**config.mk**
```make
export PLATFORM = sky130hd
export DESIGN_NAME = svc_watchdog
export DESIGN_NICKNAME = d
export VERILOG_FILES = /design/src/rtl/svc_wd_pkg.sv /design/src/rtl/svc_wd_prescale.sv /design/src/rtl/svc_wd_counter.sv /design/src/rtl/svc_wd_action.sv /design/src/rtl/svc_wd_regs.sv /design/src/rtl/svc_watchdog.sv
export SDC_FILE = /design/constraint.sdc
export NUM_CORES = 1
export LEC_CHECK = 0
export BUFFER_PORTS_ARGS = -buffer_cell sky130_fd_sc_hd__buf_2
export CAP_MARGIN = 20
export CORE_UTILIZATION = 62
export CTS_CLUSTER_DIAMETER = 120
export CTS_CLUSTER_SIZE = 12
export DETAILED_ROUTE_END_ITERATION = 8
export PLACE_DENSITY = 0.84
export SYNTH_ARGS = -nofsm -noshare
export SYNTH_HDL_FRONTEND = slang
export SYNTH_SLANG_ARGS = --single-unit
```
**constraint.sdc**
```tcl
create_clock -name clk -period 3.75 [get_ports clk]
set_clock_uncertainty 0.2 [all_clocks]
set_input_delay 0 -clock clk [delete_from_list [all_inputs] [get_ports clk]]
set_output_delay 0 -clock clk [all_outputs]
set_load 0.005 [all_outputs]
```
**src/rtl/svc_wd_pkg.sv**
```systemverilog
`timescale 1ns/1ps
package svc_wd_pkg;
  // bit positions inside the control and status words
  localparam int EN_BIT      = 5;
  localparam int MODE_BIT    = 6;
  localparam int SEL_LSB     = 2;
  localparam int ST_LOCK_BIT = 4;
  localparam int ST_IRQ_BIT  = 0;

  typedef struct packed {
    logic       mode;  // 1 = interrupt on expiry, 0 = reset request
    logic       en;
    logic [1:0] sel;   // divider select
  } wd_ctrl_t;
endpackage

```
**src/rtl/svc_wd_prescale.sv**
```systemverilog
`timescale 1ns/1ps
module svc_wd_prescale #(
  parameter int PRE_W     = 12,
  parameter int STEP_LOG2 = 4
) (
  input  logic       clk,
  input  logic       rst,
  input  logic       tick,
  input  logic       run,
  input  logic       clear,
  input  logic [1:0] sel,
  output logic       step
);
  localparam int NSEL = 4;

  logic [PRE_W-1:0] pcnt;
  logic [PRE_W-1:0] lim [NSEL];
  logic             at_lim;

  // limit for each select value is 2^(g*STEP_LOG2) - 1
  for (genvar g = 0; g < NSEL; g++) begin : g_lim
    assign lim[g] = {PRE_W{1'b1}} >> (PRE_W - g * STEP_LOG2);
  end

  assign at_lim = (pcnt == lim[sel]);
  assign step   = tick & run & at_lim;

  always_ff @(posedge clk) begin
    if (rst || clear) begin
      pcnt <= '0;
    end else if (tick && run) begin
      pcnt <= at_lim ? '0 : pcnt + 1'b1;
    end
  end

  AST_PRESC_RANGE: assert property (@(posedge clk) disable iff (rst)
    pcnt <= lim[sel]);
  AST_PRESC_IDLE: assert property (@(posedge clk) disable iff (rst)
    !tick && !clear |=> $stable(pcnt));
endmodule

```
**src/rtl/svc_wd_counter.sv**
```systemverilog
`timescale 1ns/1ps
module svc_wd_counter #(
  parameter int          W       = 16,
  parameter logic [15:0] RST_VAL = 16'h1000
) (
  input  logic         clk,
  input  logic         rst,
  input  logic         step,
  input  logic         reload,
  input  logic         halt,
  input  logic         irq_mode,
  input  logic [W-1:0] load_val,
  output logic [W-1:0] cnt,
  output logic         expire
);
  logic live;

  assign live   = step & ~halt;
  assign expire = live & ~reload & (cnt <= W'(1));

  always_ff @(posedge clk) begin
    if (rst) begin
      cnt <= W'(RST_VAL);
    end else if (reload) begin
      cnt <= load_val;
    end else if (live) begin
      if (expire) cnt <= irq_mode ? load_val : '0;
      else        cnt <= cnt - 1'b1;
    end
  end

  AST_HOLD_IDLE: assert property (@(posedge clk) disable iff (rst)
    !step && !reload |=> $stable(cnt));
  AST_EXPIRE_RELOAD: assert property (@(posedge clk) disable iff (rst)
    expire && irq_mode |=> cnt == $past(load_val));
  AST_EXPIRE_ZERO: assert property (@(posedge clk) disable iff (rst)
    expire && !irq_mode |=> cnt == '0);
endmodule

```
**src/rtl/svc_wd_action.sv**
```systemverilog
`timescale 1ns/1ps
module svc_wd_action #(
  parameter int IRQ_LEN = 2
) (
  input  logic clk,
  input  logic rst,
  input  logic expire,
  input  logic irq_mode,
  output logic rst_req,
  output logic irq
);
  localparam int LW = $clog2(IRQ_LEN + 1);

  logic [LW-1:0] irq_left;

  always_ff @(posedge clk) begin
    if (rst) begin
      rst_req <= 1'b0;
    end else if (expire && !irq_mode) begin
      rst_req <= 1'b1;
    end
  end

  always_ff @(posedge clk) begin
    if (rst) begin
      irq_left <= '0;
    end else if (expire && irq_mode) begin
      irq_left <= LW'(IRQ_LEN);
    end else if (irq_left != '0) begin
      irq_left <= irq_left - 1'b1;
    end
  end

  assign irq = (irq_left != '0);

  AST_RSTREQ_STICKY: assert property (@(posedge clk) disable iff (rst)
    rst_req |=> rst_req);
  AST_RSTREQ_CAUSE: assert property (@(posedge clk) disable iff (rst)
    $rose(rst_req) |-> $past(expire && !irq_mode));
  AST_IRQ_CAUSE: assert property (@(posedge clk) disable iff (rst)
    $rose(irq) |-> $past(expire && irq_mode));
endmodule

```
**src/rtl/svc_wd_regs.sv**
```systemverilog
`timescale 1ns/1ps
module svc_wd_regs
  import svc_wd_pkg::*;
#(
  parameter int          DW       = 16,
  parameter int          ADDR_W   = 3,
  parameter logic [15:0] KEY      = 16'hCCCC,
  parameter logic [15:0] LOAD_RST = 16'h1000,
  parameter logic [1:0]  SEL_RST  = 2'd2
) (
  input  logic              clk,
  input  logic              rst,
  input  logic              bus_sel,
  input  logic              bus_wr,
  input  logic [ADDR_W-1:0] bus_addr,
  input  logic [DW-1:0]     bus_wdata,
  input  logic [DW-1:0]     cnt,
  input  logic              irq,
  output logic [DW-1:0]     bus_rdata,
  output wd_ctrl_t          ctrl,
  output logic [DW-1:0]     load_val,
  output logic              locked,
  output logic              reload
);
  localparam logic [ADDR_W-1:0] A_LOAD  = ADDR_W'(0);
  localparam logic [ADDR_W-1:0] A_VALUE = ADDR_W'(1);
  localparam logic [ADDR_W-1:0] A_CTRL  = ADDR_W'(2);
  localparam logic [ADDR_W-1:0] A_STAT  = ADDR_W'(3);

  logic          wr_any, wr_ctrl, wr_load, kick;
  logic [DW-1:0] ctrl_word, stat_word;

  assign wr_any  = bus_sel & bus_wr;
  assign wr_ctrl = wr_any & (bus_addr == A_CTRL) & ~locked;
  assign wr_load = wr_any & (bus_addr == A_LOAD) & ~locked;
  assign kick    = wr_any & (bus_addr == ADDR_W'(4)) & (bus_wdata == DW'(KEY));
  assign reload  = wr_ctrl | kick;

  always_ff @(posedge clk) begin
    if (rst) begin
      ctrl.en   <= 1'b1;
      ctrl.mode <= 1'b0;
      ctrl.sel  <= SEL_RST;
    end else if (wr_ctrl) begin
      ctrl.en   <= bus_wdata[EN_BIT];
      ctrl.mode <= bus_wdata[MODE_BIT];
      ctrl.sel  <= bus_wdata[SEL_LSB +: 2];
    end
  end

  always_ff @(posedge clk) begin
    if (rst) begin
      locked <= 1'b0;
    end else if (wr_ctrl && bus_wdata[EN_BIT]) begin
      locked <= 1'b1;
    end
  end

  always_ff @(posedge clk) begin
    if (rst) begin
      load_val <= DW'(LOAD_RST);
    end else if (wr_load) begin
      load_val <= bus_wdata;
    end
  end

  always_comb begin
    ctrl_word                  = '0;
    ctrl_word[EN_BIT]          = ctrl.en;
    ctrl_word[MODE_BIT]        = ctrl.mode;
    ctrl_word[SEL_LSB +: 2]    = ctrl.sel;
    stat_word                  = '0;
    stat_word[ST_LOCK_BIT]     = locked;
    stat_word[ST_IRQ_BIT]      = irq;
  end

  always_ff @(posedge clk) begin
    if (rst) begin
      bus_rdata <= '0;
    end else if (bus_sel && !bus_wr) begin
      case (bus_addr)
        A_LOAD:  bus_rdata <= load_val;
        A_VALUE: bus_rdata <= cnt;
        A_CTRL:  bus_rdata <= ctrl_word;
        A_STAT:  bus_rdata <= stat_word;
        default: bus_rdata <= '0;
      endcase
    end
  end

  AST_LOCK_HOLD: assert property (@(posedge clk) disable iff (rst)
    locked |=> locked);
  AST_LOCK_ENABLED: assert property (@(posedge clk) disable iff (rst)
    locked |-> ctrl.en);
  AST_LOCKED_CFG: assert property (@(posedge clk) disable iff (rst)
    locked && bus_sel && bus_wr |=> $stable(load_val) && $stable(ctrl));
endmodule

```
**src/rtl/svc_watchdog.sv**
```systemverilog
`timescale 1ns/1ps
module svc_watchdog
  import svc_wd_pkg::*;
#(
  parameter int          DW        = 16,
  parameter int          ADDR_W    = 3,
  parameter int          PRE_W     = 12,
  parameter int          STEP_LOG2 = 4,
  parameter int          IRQ_LEN   = 2,
  parameter logic [15:0] KEY       = 16'hCCCC,
  parameter logic [15:0] LOAD_RST  = 16'h1000,
  parameter logic [1:0]  SEL_RST   = 2'd2
) (
  input  logic              clk,
  input  logic              rst,
  input  logic              slow_tick,
  input  logic              bus_sel,
  input  logic              bus_wr,
  input  logic [ADDR_W-1:0] bus_addr,
  input  logic [DW-1:0]     bus_wdata,
  output logic [DW-1:0]     bus_rdata,
  output logic              rst_req,
  output logic              irq
);
  wd_ctrl_t      ctrl;
  logic [DW-1:0] load_val, cnt;
  logic          locked, reload, step, expire;

  svc_wd_regs #(
    .DW(DW), .ADDR_W(ADDR_W), .KEY(KEY), .LOAD_RST(LOAD_RST), .SEL_RST(SEL_RST)
  ) u_regs (
    .clk(clk), .rst(rst), .bus_sel(bus_sel), .bus_wr(bus_wr),
    .bus_addr(bus_addr), .bus_wdata(bus_wdata), .cnt(cnt), .irq(irq),
    .bus_rdata(bus_rdata), .ctrl(ctrl), .load_val(load_val),
    .locked(locked), .reload(reload)
  );

  svc_wd_prescale #(.PRE_W(PRE_W), .STEP_LOG2(STEP_LOG2)) u_pre (
    .clk(clk), .rst(rst), .tick(slow_tick), .run(ctrl.en),
    .clear(reload), .sel(ctrl.sel), .step(step)
  );

  svc_wd_counter #(.W(DW), .RST_VAL(LOAD_RST)) u_cnt (
    .clk(clk), .rst(rst), .step(step), .reload(reload), .halt(rst_req),
    .irq_mode(ctrl.mode), .load_val(load_val), .cnt(cnt), .expire(expire)
  );

  svc_wd_action #(.IRQ_LEN(IRQ_LEN)) u_act (
    .clk(clk), .rst(rst), .expire(expire), .irq_mode(ctrl.mode),
    .rst_req(rst_req), .irq(irq)
  );

  AST_NO_RST_IN_DEBUG: assert property (@(posedge clk) disable iff (rst)
    ctrl.mode && !rst_req |=> !rst_req);
endmodule

```
==> tab_implementation.tex <==
\begin{tabular}{lr}
\hline
Metric & Value \\
\hline
\multicolumn{2}{l}{\textbf{Clock network}} \\
Number of gates resized after cts & 0 \\
Buffer cell driving the clock tree root & sky130\_fd\_sc\_hd\_\_clkbuf\_8 \\
\# H-tree levels & 3 \\
CTS max path bufs & 2 \\
Latest clock arrival within the worst-skew pair & 360 ps \\
Sink count of the clock tree & 68 \\
TritonCTS buffer count & 9 \\
TritonCTS clock tree & done \\
Clock-pin slew on the worst setup and hold paths & 90 ps \\
\multicolumn{2}{l}{\textbf{Floorplanning}} \\
Total number of placement rows & 26 \\
Core box area & 0.00517 sq mm \\
Full die area & 0.00571 sq mm \\
Chip width & 75.6 um \\
I/O pin total & 42 \\
Die height & 75.6 um \\
Initial core utilization & 0.649 \\
\multicolumn{2}{l}{\textbf{Power}} \\
Power after layout & 1.48 mW \\
Maximum vdd ir drop & 0.300 mV \\
Pleak & between 1.5 and 2 nW \\
Total power density per cell area & 368 mW/mm\^{}2 \\
\multicolumn{2}{l}{\textbf{Global route}} \\
GR Util All Layers & 0.339 \\
Initial antenna violation count & 0 \\
Global-route wire length before repair & 14100 um \\
Maximum number of pins on one net before global-route repair & 49 \\
Global-route congestion overflow total & 0 \\
Vias in the first global route & 2939 \\
\multicolumn{2}{l}{\textbf{Logic synthesis}} \\
Per-instance average area after synthesis & between 8 and 9 sq um \\
Fraction of post-synthesis cell area in the top cell type by area & 0.405 \\
Count of synthesis-stage warnings from yosys & 0 \\
Number of flip-flops and latches in the synthesized netlist & 68 \\
Cell area after synthesis & 0.00336 sq mm \\
Sequential element share of the synthesized area & 0.405 \\
Library cell occupying the most area in the post-synthesis netlist & sky130\_fd\_sc\_hd\_\_dfxtp\_1 \\
Distinct cell type count after synthesis & 51 \\
Top cells by area, synth & sky130\_fd\_sc\_hd\_\_dfxtp\_1 41\%, sky130\_fd\_sc\_hd\_\_mux2i\_1 8.0\%, sky130\_fd\_sc\_hd\_\_nor2\_1 8.0\% \\
Top flip-flop cell by instance count after synthesis & sky130\_fd\_sc\_hd\_\_dfxtp\_1 \\
Async set-reset flop share out of synthesis & 0 \\
EDFF count, synth & 0 \\
Syn Inst Count & 389 \\
Synth Net Count & 416 \\
\multicolumn{2}{l}{\textbf{Placement}} \\
Global placement routability congestion & 0.983 \\
Port buffer count & 41 \\
HPWL reported at the end of detailed placement & 6210 um \\
\multicolumn{2}{l}{\textbf{Drt}} \\
DRC & 0 \\
Vias after detailed routing & 3268 \\
Detail Route Antenna Nets & 0 \\
Drt first-iter violations & 469 \\
Detailed-route wire length per cell & around 18 um \\
DR vias/cell & roughly 6.2 \\
Count of TritonRoute iterations in the first routing pass & 6 \\
Post-detailed-routing wire length & $\sim$9500 um \\
\multicolumn{2}{l}{\textbf{Setup path}} \\
Type of destination of the critical path & flop \\
Worst EP required & approximately 3800 ps \\
Critical-path cell with the highest stage delay & sky130\_fd\_sc\_hd\_\_dfxtp\_1 \\
Delay contributed by the slowest stage of the critical path & 420 ps \\
Critical path arrival & 2810 ps \\
Sequence of cells on the critical path & inv\_1, ha\_1, or2\_2, and3\_1, a21oi\_1, nor2\_1, buf\_4, a221o\_1 \\
Crit Path Max Fanout & 7 \\
Critical path launch point type & flop \\
Critical path class & reg -> reg \\
\multicolumn{2}{l}{\textbf{Timing}} \\
Relative slew margins & 0.243 \\
Final hold vios & 0 \\
Final setup TNS & 0 ps \\
Minimum period implied by the final worst setup slack & approximately 2800 ps \\
Final Max Slew Viols & 0 \\
Portion of the clock cycle consumed by the worst path in the final layout & 0.735 \\
Final setup violation count & 0 \\
Top achievable clock speed & 0.363 GHz \\
Worst Tran Pin Value & $\sim$1100 ps \\
Unrepaired setup endpoints after global routing & no \\
\multicolumn{2}{l}{\textbf{Final layout}} \\
Synth-to-layout area growth & 19.8\% \\
Most used cells in the layout excluding fill and tap cells & 72 x sky130\_fd\_sc\_hd\_\_nor2\_1, 68 x sky130\_fd\_sc\_hd\_\_dfxtp\_1, 41 x sky130\_fd\_sc\_hd\_\_buf\_2, 27 x sky130\_fd\_sc\_hd\_\_mux2i\_1, 26 x sky130\_fd\_sc\_hd\_\_nand2\_1 \\
Most common cell after layout, fill and taps aside & sky130\_fd\_sc\_hd\_\_nor2\_1 \\
Final antenna diode count & 0 \\
Share of layout cells above drive strength 1 & 0.177 \\
Nets@finish & 475 \\
Fill cells & between 300 and 400 \\
\multicolumn{2}{l}{\textbf{Flow run}} \\
Max-cap violation count & 0 \\
\multicolumn{2}{l}{\textbf{Status}} \\
Result of the run & finished, final reports clean \\
\multicolumn{2}{l}{\textbf{Hold path}} \\
Type of the most critical hold path & in -> reg \\
\hline
\end{tabular}
-- critical path: cells and delay by family, from the launching register on --
kind | cells | cell delay [ps]
buffers and inverters | 2 | 370
adders and majority gates | 1 | 290
and+or+nand+nor | 3 | 760
AOI/OAI and AO/OA | 2 | 620
DFF | 1 | 420
-- per-layer routing --
| metal | track usage | vias to the layer above | part of all wire |
|---|---|---|---|
| li1 | - | 1523 | - |
| met1 | 0.374 | 1550 | 0.38 |
| met2 | 0.621 | 158 | 0.51 |
| met3 | 0.0820 | 37 | 0.068 |
| met4 | 0.142 | 0 | 0.034 |
| met5 | 0 | - | 0 |
-- cell usage after synthesis, types with 10 or more instances --
cell and n:
sky130_fd_sc_hd__clkbuf_1 16, sky130_fd_sc_hd__nand2_1 26, sky130_fd_sc_hd__a22oi_1 17, sky130_fd_sc_hd__mux2i_1 27, sky130_fd_sc_hd__and3_1 10, sky130_fd_sc_hd__nand3_1 11, sky130_fd_sc_hd__dfxtp_1 68, sky130_fd_sc_hd__nor2_1 72
sky130_fd_sc_hd__o21ai_1 10, sky130_fd_sc_hd__mux2_2 10, sky130_fd_sc_hd__a21oi_1 12
-- through the flow --
step | setup WS [ps] | hold WS [ps] | util | cell area (sq um) | std cells
2_1_floorplan | 1220 | -83.1 | - | 3360 | 389
6_report | 993 | 44.9 | 0.778 | 4020 | 523
3_3_place_gp | 1080 | 45.2 | 0.697 | 3610 | 486
4_1_cts | 1070 | 15.9 | 0.778 | 4020 | 523
5_1_grt | 888 | 77.1 | 0.778 | 4020 | 523
3_5_place_dp | 1090 | 52.7 | 0.697 | 3610 | 486
-- cell type report --
class | count | area, sq um | share of cell area
Multi-Input combinational cell | 296 | 1890 | 0.470
Sequential cell | 68 | 1360 | 0.338
Timing Repair Buffer | 67 | 453 | 0.113
Clock buffer | 9 | 124 | 0.0308
Tap cell | 70 | 87.6 | 0.0218
Clock inverter | 7 | 82.6 | 0.0205
Inverter | 6 | 22.5 | 0.00560
-- state kept, by name, indices dropped and copies added, names as in the netlist --
| register | flops |
|---|---|
| u_regs.load_val | 16 |
| u_act.irq_left | 2 |
| u_pre.pcnt | 12 |
| u_regs.ctrl | 4 |
| u_cnt.cnt | 16 |
| u_act.rst_req | 1 |
| u_regs.bus_rdata | 16 |
| u_regs.locked | 1 |
-- cell families after synthesis --
family / after synthesis / synth area share
and+or+nand+nor: 171 / 0.257
AOI/OAI and AO/OA: 74 / 0.152
DFF: 68 / 0.405
muxes: 37 / 0.114
buffers and inverters: 25 / 0.0309
xor gates and xnor gates: 11 / 0.0287
adders and majority gates: 3 / 0.0112
-- what timing repair did --
action,4_1_cts,5_1_grt
endpoints found under the hold margin,40,0
setup endpoints to repair,0,0
hold buffers,21,0
buffers inserted,0,0
-- where the power goes --
part | leakage (nW) | total [mW] | switching (mW) | internal, mW
registers | 0.549 | 0.737 | 0.00871 | 0.728
logic | 1.09 | 0.107 | 0.0622 | 0.0453
clock network | 0.0988 | 0.638 | 0.320 | 0.318
-- worst paths after layout --
path                                  start                             end  slack [ps]  depth (start not counted)
max reg2reg       u_cnt.cnt[0]$_SDFFE_PP0P_      u_cnt.cnt[13]$_SDFFE_PP0P_         990                          8
max               u_cnt.cnt[0]$_SDFFE_PP0P_      u_cnt.cnt[13]$_SDFFE_PP0P_         990                          8
min                                 bus_sel     u_regs.ctrl[2]$_SDFFE_PP1P_          40                          4
min reg2reg  u_act.irq_left[1]$_SDFFE_PP0P_  u_act.irq_left[1]$_SDFFE_PP0P_         280                          2
Power figures use the tool's default switching activity.
